`src/rtl/lda_izy_pkg.sv`:
```
package lda_izy_pkg;
  localparam int DATA_W = 8;
  localparam int ADDR_W = 2 * DATA_W;

  typedef logic [DATA_W-1:0] byte_t;
  typedef logic [ADDR_W-1:0] addr_t;

  // Cycle of the load sequence; order follows the bus timeline.
  typedef enum logic [2:0] {
    ST_OP  = 3'd0,  // opcode fetch
    ST_ZP  = 3'd1,  // pointer operand fetch
    ST_BLO = 3'd2,  // low base byte from page zero
    ST_BHI = 3'd3,  // high base byte, index addition
    ST_FIX = 3'd4,  // discarded read, high byte correction
    ST_FIN = 3'd5   // effective read into the accumulator
  } seq_st_t;

  // Index addition with carry out in the top bit.
  function automatic logic [DATA_W:0] idx_add(byte_t base_lo, byte_t idx);
    return {1'b0, base_lo} + {1'b0, idx};
  endfunction

  // Pointer step that stays inside page zero.
  function automatic byte_t zp_next(byte_t p);
    return p + byte_t'(1);
  endfunction

  function automatic addr_t join_addr(byte_t hi, byte_t lo);
    return {hi, lo};
  endfunction

  function automatic logic is_zero(byte_t v);
    return v == '0;
  endfunction
endpackage

```
`src/rtl/izy_ctrl.sv`:
```
module izy_ctrl
  import lda_izy_pkg::*;
#(
  parameter byte_t OPCODE = 8'hB1
) (
  input  logic    clk,
  input  logic    rst_n,
  input  byte_t   data_in,
  input  logic    page_cross,
  output seq_st_t state,
  output logic    sync,
  output logic    fix_cyc,
  output logic    fin_cyc
);
  seq_st_t nxt;
  logic    op_match;

  assign op_match = (state == ST_OP) && (data_in == OPCODE);
  assign sync     = (state == ST_OP);
  assign fix_cyc  = (state == ST_FIX);
  assign fin_cyc  = (state == ST_FIN);

  always_comb begin
    nxt = ST_OP;
    case (state)
      ST_OP:   nxt = op_match ? ST_ZP : ST_OP;
      ST_ZP:   nxt = ST_BLO;
      ST_BLO:  nxt = ST_BHI;
      ST_BHI:  nxt = page_cross ? ST_FIX : ST_FIN;
      ST_FIX:  nxt = ST_FIN;
      ST_FIN:  nxt = ST_OP;
      default: nxt = ST_OP;
    endcase
  end

  always_ff @(posedge clk) begin
    if (!rst_n) state <= ST_OP;
    else        state <= nxt;
  end

  // the fetch of the next opcode follows the final read directly
  assert_no_overlap_R8: assert property (@(posedge clk) disable iff (!rst_n)
    fin_cyc |=> sync);

  // a carry sends the sequence through the discarded read
  assert_cross_path_R6: assert property (@(posedge clk) disable iff (!rst_n)
    (state == ST_BHI && page_cross) |=> fix_cyc);

  // without a carry the final read comes next
  assert_flat_path_R5: assert property (@(posedge clk) disable iff (!rst_n)
    (state == ST_BHI && !page_cross) |=> fin_cyc);

  // a foreign opcode leads to another fetch
  assert_foreign_op_R2: assert property (@(posedge clk) disable iff (!rst_n)
    (sync && data_in != OPCODE) |=> sync);
endmodule

```
`src/rtl/izy_addr_unit.sv`:
```
module izy_addr_unit
  import lda_izy_pkg::*;
#(
  parameter addr_t RESET_PC = 16'h0200
) (
  input  logic    clk,
  input  logic    rst_n,
  input  seq_st_t state,
  input  byte_t   data_in,
  input  byte_t   y_in,
  output addr_t   addr,
  output logic    page_cross
);
  localparam addr_t PAGE_STEP = addr_t'(1) << DATA_W;

  addr_t           pc;
  byte_t           zp_ptr;
  byte_t           base_lo;
  byte_t           eff_lo;
  byte_t           eff_hi;
  logic [DATA_W:0] sum;

  assign sum        = idx_add(base_lo, y_in);
  assign page_cross = (state == ST_BHI) && sum[DATA_W];

  always_ff @(posedge clk) begin
    if (!rst_n) begin
      pc      <= RESET_PC;
      zp_ptr  <= '0;
      base_lo <= '0;
      eff_lo  <= '0;
      eff_hi  <= '0;
    end else begin
      case (state)
        ST_OP:  pc <= pc + addr_t'(1);
        ST_ZP: begin
          pc     <= pc + addr_t'(1);
          zp_ptr <= data_in;
        end
        ST_BLO: begin
          base_lo <= data_in;
          zp_ptr  <= zp_next(zp_ptr);
        end
        ST_BHI: begin
          eff_lo <= sum[DATA_W-1:0];
          eff_hi <= data_in;
        end
        ST_FIX: eff_hi <= eff_hi + byte_t'(1);
        default: ;
      endcase
    end
  end

  always_comb begin
    case (state)
      ST_OP, ST_ZP:   addr = pc;
      ST_BLO, ST_BHI: addr = join_addr('0, zp_ptr);
      default:        addr = join_addr(eff_hi, eff_lo);
    endcase
  end

  // each of the first two cycles moves the bus one byte on
  assert_pc_step_R3: assert property (@(posedge clk) disable iff (!rst_n)
    (state == ST_OP && $past(state) == ST_OP && $past(rst_n)) |->
      addr == $past(addr) + addr_t'(1));

  // high pointer byte comes from the adjacent page-zero location
  assert_ptr_wrap_R4: assert property (@(posedge clk) disable iff (!rst_n)
    (state == ST_BLO) |=> addr == join_addr('0, zp_next($past(addr[DATA_W-1:0]))));

  // the final read sits one page above the discarded read
  assert_fix_page_R6: assert property (@(posedge clk) disable iff (!rst_n)
    (state == ST_FIX) |=> addr == $past(addr) + PAGE_STEP);

  // without a carry the final read keeps the fetched high byte
  assert_same_page_R5: assert property (@(posedge clk) disable iff (!rst_n)
    (state == ST_BHI && !page_cross) |=> addr[ADDR_W-1:DATA_W] == $past(data_in));
endmodule

```
`src/rtl/izy_load_unit.sv`:
```
module izy_load_unit
  import lda_izy_pkg::*;
(
  input  logic  clk,
  input  logic  rst_n,
  input  logic  fin_cyc,
  input  byte_t data_in,
  input  logic  nmi,
  input  logic  irq,
  input  logic  i_flag,
  output byte_t acc,
  output logic  flag_n,
  output logic  flag_z,
  output logic  int_nmi,
  output logic  int_irq
);
  always_ff @(posedge clk) begin
    if (!rst_n) begin
      acc    <= '0;
      flag_n <= 1'b0;
      flag_z <= 1'b0;
    end else if (fin_cyc) begin
      acc    <= data_in;
      flag_n <= data_in[DATA_W-1];
      flag_z <= is_zero(data_in);
    end
  end

  // Interrupts are looked at only as the instruction ends; NMI wins.
  assign int_nmi = fin_cyc && nmi;
  assign int_irq = fin_cyc && irq && !i_flag && !nmi;

  // the disable flag masks IRQ
  assert_irq_mask_R9: assert property (@(posedge clk) disable iff (!rst_n)
    i_flag |-> !int_irq);

  // nothing is reported away from instruction end
  assert_int_at_end_R9: assert property (@(posedge clk) disable iff (!rst_n)
    !fin_cyc |-> !(int_nmi || int_irq));

  // flags follow the loaded byte
  assert_flags_R7: assert property (@(posedge clk) disable iff (!rst_n)
    $past(fin_cyc) |-> (flag_z == is_zero(acc)) && (flag_n == acc[DATA_W-1]));

  // the accumulator moves only after a final read
  assert_acc_hold_R7: assert property (@(posedge clk) disable iff (!rst_n)
    (!$past(fin_cyc) && $past(rst_n)) |-> $stable(acc));
endmodule

```
`src/rtl/lda_izy_seq.sv`:
```
module lda_izy_seq
  import lda_izy_pkg::*;
#(
  parameter addr_t RESET_PC = 16'h0200,
  parameter byte_t OPCODE   = 8'hB1
) (
  input  logic        clk,
  input  logic        rst_n,
  input  logic [7:0]  data_in,
  input  logic [7:0]  y_in,
  input  logic        i_flag,
  input  logic        irq,
  input  logic        nmi,
  output logic [15:0] addr,
  output logic        rd_en,
  output logic        sync,
  output logic        dummy_rd,
  output logic        instr_done,
  output logic        int_nmi,
  output logic        int_irq,
  output logic [7:0]  acc,
  output logic        flag_n,
  output logic        flag_z
);
  seq_st_t state;
  logic    page_cross;
  logic    fix_cyc;
  logic    fin_cyc;

  izy_ctrl #(.OPCODE(OPCODE)) u_ctrl (
    .clk        (clk),
    .rst_n      (rst_n),
    .data_in    (data_in),
    .page_cross (page_cross),
    .state      (state),
    .sync       (sync),
    .fix_cyc    (fix_cyc),
    .fin_cyc    (fin_cyc)
  );

  izy_addr_unit #(.RESET_PC(RESET_PC)) u_addr (
    .clk        (clk),
    .rst_n      (rst_n),
    .state      (state),
    .data_in    (data_in),
    .y_in       (y_in),
    .addr       (addr),
    .page_cross (page_cross)
  );

  izy_load_unit u_load (
    .clk     (clk),
    .rst_n   (rst_n),
    .fin_cyc (fin_cyc),
    .data_in (data_in),
    .nmi     (nmi),
    .irq     (irq),
    .i_flag  (i_flag),
    .acc     (acc),
    .flag_n  (flag_n),
    .flag_z  (flag_z),
    .int_nmi (int_nmi),
    .int_irq (int_irq)
  );

  // Every cycle of this sequence is a read.
  assign rd_en      = 1'b1;
  assign dummy_rd   = fix_cyc;
  assign instr_done = fin_cyc;

  // the discarded read is always followed by the final read
  assert_fix_then_done_R6: assert property (@(posedge clk) disable iff (!rst_n)
    dummy_rd |=> instr_done);
endmodule

```
`config.mk`:
```
export PLATFORM = sky130hd
export DESIGN_NAME = lda_izy_seq
export DESIGN_NICKNAME = d
export VERILOG_FILES = /design/src/rtl/lda_izy_pkg.sv /design/src/rtl/izy_ctrl.sv /design/src/rtl/izy_addr_unit.sv /design/src/rtl/izy_load_unit.sv /design/src/rtl/lda_izy_seq.sv
export SDC_FILE = /design/constraint.sdc
export NUM_CORES = 1
export LEC_CHECK = 0
export BUFFER_PORTS_ARGS = -buffer_cell sky130_fd_sc_hd__buf_4
export CORE_ASPECT_RATIO = 0.75
export CORE_UTILIZATION = 40
export CTS_CLUSTER_SIZE = 12
export DETAILED_ROUTE_END_ITERATION = 10
export HOLD_SLACK_MARGIN = 0.06
export PLACE_DENSITY_LB_ADDON = 0.12
export SYNTH_ARGS = -nofsm -noshare
export SYNTH_HDL_FRONTEND = slang
export SYNTH_SLANG_ARGS = --single-unit
```
`constraint.sdc`:
```
create_clock -name clk -period 2.41 [get_ports clk]
set_input_delay 0.3615 -clock clk [delete_from_list [all_inputs] [get_ports clk]]
set_output_delay 0.3615 -clock clk [all_outputs]
set_load 0.03 [all_outputs]
```
# Word level (Yosys, flattened, before mapping)
# Index checks and enable logic that the tools add are counted.
# classes
n_addsub	4
eq_ne	6
muxes	6
reduce_logical	14
# ops
operator	count
16-bit case mux with 2 select lines	1
8-bit case mux with 2 select lines	2
16-bit by 1-bit adder with 16-bit output (second input constant)	1
8-bit by 1-bit adder with 8-bit output (second input constant)	2
3-bit case mux with 5 select lines	1
8-bit by 8-bit adder with 9-bit output	1
8-bit equality test (second input constant)	1
8-bit zero test	1
3-bit by 2-bit equality test with 1-bit output (second input constant)	2
3-bit equality test (second input constant)	2
1-bit logical AND	6
2-bit nonzero test	2
2-bit OR reduction	2
3-bit by 1-bit equality test with 1-bit output (second input constant)	1
3-bit zero test	1
1-bit zero test	2
1-bit 2-to-1 mux	2
# totals
reg_bits	61
in_bits	21
out_inout_bits	32
wordCells	39

# Longest topological paths before layout
# depth
depth_word	4
depth_mapped	7
mapped_depth_nobuf	6

# Cells and area by module
# Synthesis repeated with hierarchy kept, for this count alone.
# hier_totals
hier_cells	426
area_unflattened_um2	3497.1
# by_module_without_submodules
module	n_inst	cells_each	area_per_inst_um2	seq_area_each_um2
izy_addr_unit	1	368	2934.1	960.9
izy_load_unit	1	34	377.9	180.2
izy_ctrl	1	22	173.9	60.1
lda_izy_seq	1	2	11.3	0.0

# Worst setup path before layout
# Ideal clock, no wire load.
# synth_path
path_type	register to output
from	register u_ctrl.state[2]
to	output int_irq
arrival_ns	2.036
required_time_ns	2.049
path_slack_ns	0.013
stages_incl_launch_ff	6
path_buffers	3
cell_sequence	dfxtp_1 buf_2 clkbuf_1 nand3b_1 clkbuf_1 nor4b_1
# synth_via
elab_chain_len	4
# synth_rtl
item	line	source
start, declared	izy_ctrl.sv:10	output seq_st_t state,
start signal, assigned	izy_ctrl.sv:38	else state <= nxt;
3-bit equality test	izy_ctrl.sv:21	assign fin_cyc = (state == ST_FIN);
1-bit logical AND (3 in series)	izy_load_unit.sv:31	assign int_irq = fin_cyc && irq && !i_flag && !nmi;
end, declared	lda_izy_seq.sv:20	output logic int_irq,
# No other way between the ends.

# Final worst setup path
# layout_path
from	register u_ctrl.state[2]
to	output dummy_rd
# layout_via
elab_chain_len	1
# layout_rtl
item	line	source
3-bit equality test	izy_ctrl.sv:20	assign fix_cyc = (state == ST_FIX);
end, declared	lda_izy_seq.sv:17	output logic dummy_rd,
# No other way between the ends.

==> run summary <==
Outcome = finished clean
Fin crit period = 2210 ps
Clock slew at reported path FFs = 70 ps
Synthesized-area fraction occupied by adder cells = 4.79%
Cts hold-fix bufs = 0
Skew-Pair Late Insertion Delay = 340 ps
# rows = 28
Slew at the pin closest to its max-slew limit = 729 ps
Final setup fails = 0
RSZ-0062 raised after global routing = no
Initial Utilization = 41.5%
Final hold vios = 0
Yosys cell types = 62
Clock Path Buffers = 2
Worst setup margin = 204 ps
Diodes inserted = 0
Register area = 0.00120 mm²
CTS sink cnt = 60
Setup crit end kind = output port
Initial antenna violation count = 0
Gpl congestion = 0.868
Req. time, crit path = 2050 ps
CTS tree = done
H-tree levels = 3
Class of the worst hold path = in -> reg
Peak supply drop = 0.350 mV
Die Ht = 80.5 µm
Asr flop ratio synth = 0%
Gate Count Post-Synth = 420
Maxcap violations = 0
Worst Skew = 7.56 ps
Mux contribution to synthesized area = 3.39%
Area share of the largest cell type after synthesis = 36.5%
Router iterations before antenna repair = 5
Post-placement setup slack = 163 ps
Hold WS = 301 ps
Largest net degree at the start of global routing = 22
Core box area = 0.00792 mm²
Average cell area after synthesis = 7.83 µm²
Largest family of logic cells by synthesized area = simple AND/OR/NAND/NOR gates
Dominant cell by count in the synthesized netlist = nand2_1
Share of layout cells above drive strength 1 = 17.9%
Design Area, Final = 0.00394 mm²
PwrDens = 513 mW/mm²
First-pass GRT wire length = 15,700 µm
Leakage = 0.00150 µW
Slew Viols, Final = 0
WL/cell = 17.1 µm
Number of synthesized flops with an enable pin = 0
Final ANT Viol Nets = 0
Dpl cell area = 0.00376 mm²
Die ar. = 0.00859 mm²
DP Wirelength = 7110 µm
# IOs = 53
Startpoint types = flip-flop
Dominant cell type by area after synthesis = dfxtp_1
Via count = 3,267
Port-buffer cells = 51
Postcts setup bufs = 0
Total Nets Final = 498
Crit Path Max Fanout = 12
Synth Cell Area = 0.00329 mm²
WS Path Type = reg -> out
Flops & latches, synth = 60
Post-synth net total = 453
Gr usage total = 24.1%
Simple-gate share of the synthesized area = 26.1%
Die width = 107 µm
Fmax = 453 MHz
Register area share after synthesis = 36.5%
Most used DFF post-synth = dfxtp_1
Post-Synth XOR/XNOR Area = 2.66%
YS warnings = 0
DRT iter0 DRCs = 249
Routed WL = 9820 µm
Max transition margin = 51.3%
Synth area leaders = dfxtp_1, nand2_1, a21oi_1, ha_1, o21ai_0
Compound-Gate Fraction of Synth Area = 20.8%
Crit path DAT = 1840 ps
Setup TNS = 0 ps
Vias per Instance = 5.68
Reg-to-reg setup timing slack = 290 ps
Layout fillers = 793
Vias in the first global route = 2,921
GRT overflow = 0
Clk root buf = clkbuf_8
CTS Buf Count = 9
Final worst-path cycle share = 91.5%
Post-synth top cells = nand2_1, dfxtp_1, a21oi_1, nor2_1, o21ai_0
Fin util = 49.8%
Residual DRC = 0
Multi-input gate area = 0.00190 mm²
PostCTS Resize Cnt = 0
P&R area growth vs syn = 19.9%
## layout by cell type, fill, tap and decap left out, types with 3 or more instances in the layout
cell      netlist  final
nand3_1        11     11
a31oi_1         6      6
ha_1           11     11
o31ai_1         5      5
clkbuf_8        0      9
a21oi_1        41     41
nor3_1         12     12
nor2_1         30     30
nand4_1         9      9
a21o_1          4      4
and4_1          3      3
dfxtp_1        60     59
a211o_1         3      3
nand2_1        71     71
inv_1           9      9
a211oi_1        6      6
mux2i_1        10     10
a32oi_1         4      4
xor2_1          4      4
clkinv_2        0      3
nor4_1          6      6
o21ai_0        26     26
o21a_1          3      3
and3_1          4      4
buf_4           2     63
nand2b_1        7      7
xnor2_1         6      6
## sequential cells by signal, indices dropped and copies added (netlist names)
signal and cells:
u_addr.base_lo 8, u_addr.eff_hi 8, u_addr.eff_lo 8, u_addr.pc 16, u_addr.zp_ptr 8, u_ctrl.state 3, u_load.acc 7, u_load.flag_n 1
u_load.flag_z 1
## path summary, 6_finish.rpt
| path | cells after the start | endpoint | from |
|---|---|---|---|
| worst min register to register | 2 | u_load.acc[2] | u_load.acc[2] |
| worst max-delay path | 3 | dummy_rd | u_ctrl.state[2] |
| worst min-delay path | 3 | u_load.acc[2] | data_in[2] |
| worst max register to register | 6 | u_addr.eff_lo[6] | u_addr.base_lo[0] |
## per-stage QoR
| step | std cells | total power (µW) |
|---|---|---|
| 2_1_floorplan | 420 | 1100 |
| 3_3_place_gp | 559 | 1160 |
| 3_5_place_dp | 559 | 1160 |
| 4_1_cts | 575 | 2040 |
| 5_1_grt | 575 | 2100 |
| 6_report | 575 | 2020 |
## layer usage
layer / track usage [%] / up-vias / share of wire [%]
li1: - / 1595 / -
met1: 36.3 / 1530 / 50
met2: 33.5 / 130 / 41
met3: 5.68 / 12 / 7.2
met4: 6.03 / 0 / 1.3
met5: 0 / - / 0
## critical path: stages, from the launching register on
cell	delay [ps]
dfxtp_1	590
or3b_1	590
inv_6	150
buf_4	170
## power breakdown
group          leakage [µW]  switching, µW  total (µW)  internal [µW]
combinational      0.000920           82.5         135           52.4
clock             0.0000931            404         877            472
sequential         0.000484           10.6        1010            998
total               0.00150            498        2020           1520
## area by class of cell
| cell class | count | area share, % |
|---|---|---|
| clock inverters | 5 | 1.33 |
| repair buffers | 63 | 12.0 |
| clock buffers | 11 | 3.33 |
| well taps | 105 | 3.33 |
| multi-input cells | 320 | 48.3 |
| inverters | 11 | 1.17 |
| flip-flops and latches | 60 | 30.5 |
## kinds of logic (layout without fill, tap and decap cells)
kind of cell	count (synthesis)	in the layout
flip-flops	60	60
multiplexers	11	11
buffers and inverters	40	90
AO/OA/AOI/OAI	112	112
adder cells (fa/ha/maj)	12	12
AND/OR/NAND/NOR	174	174
XOR/XNOR	10	10
other	1	1
Note: power is estimated with default switching activity, not from simulation.
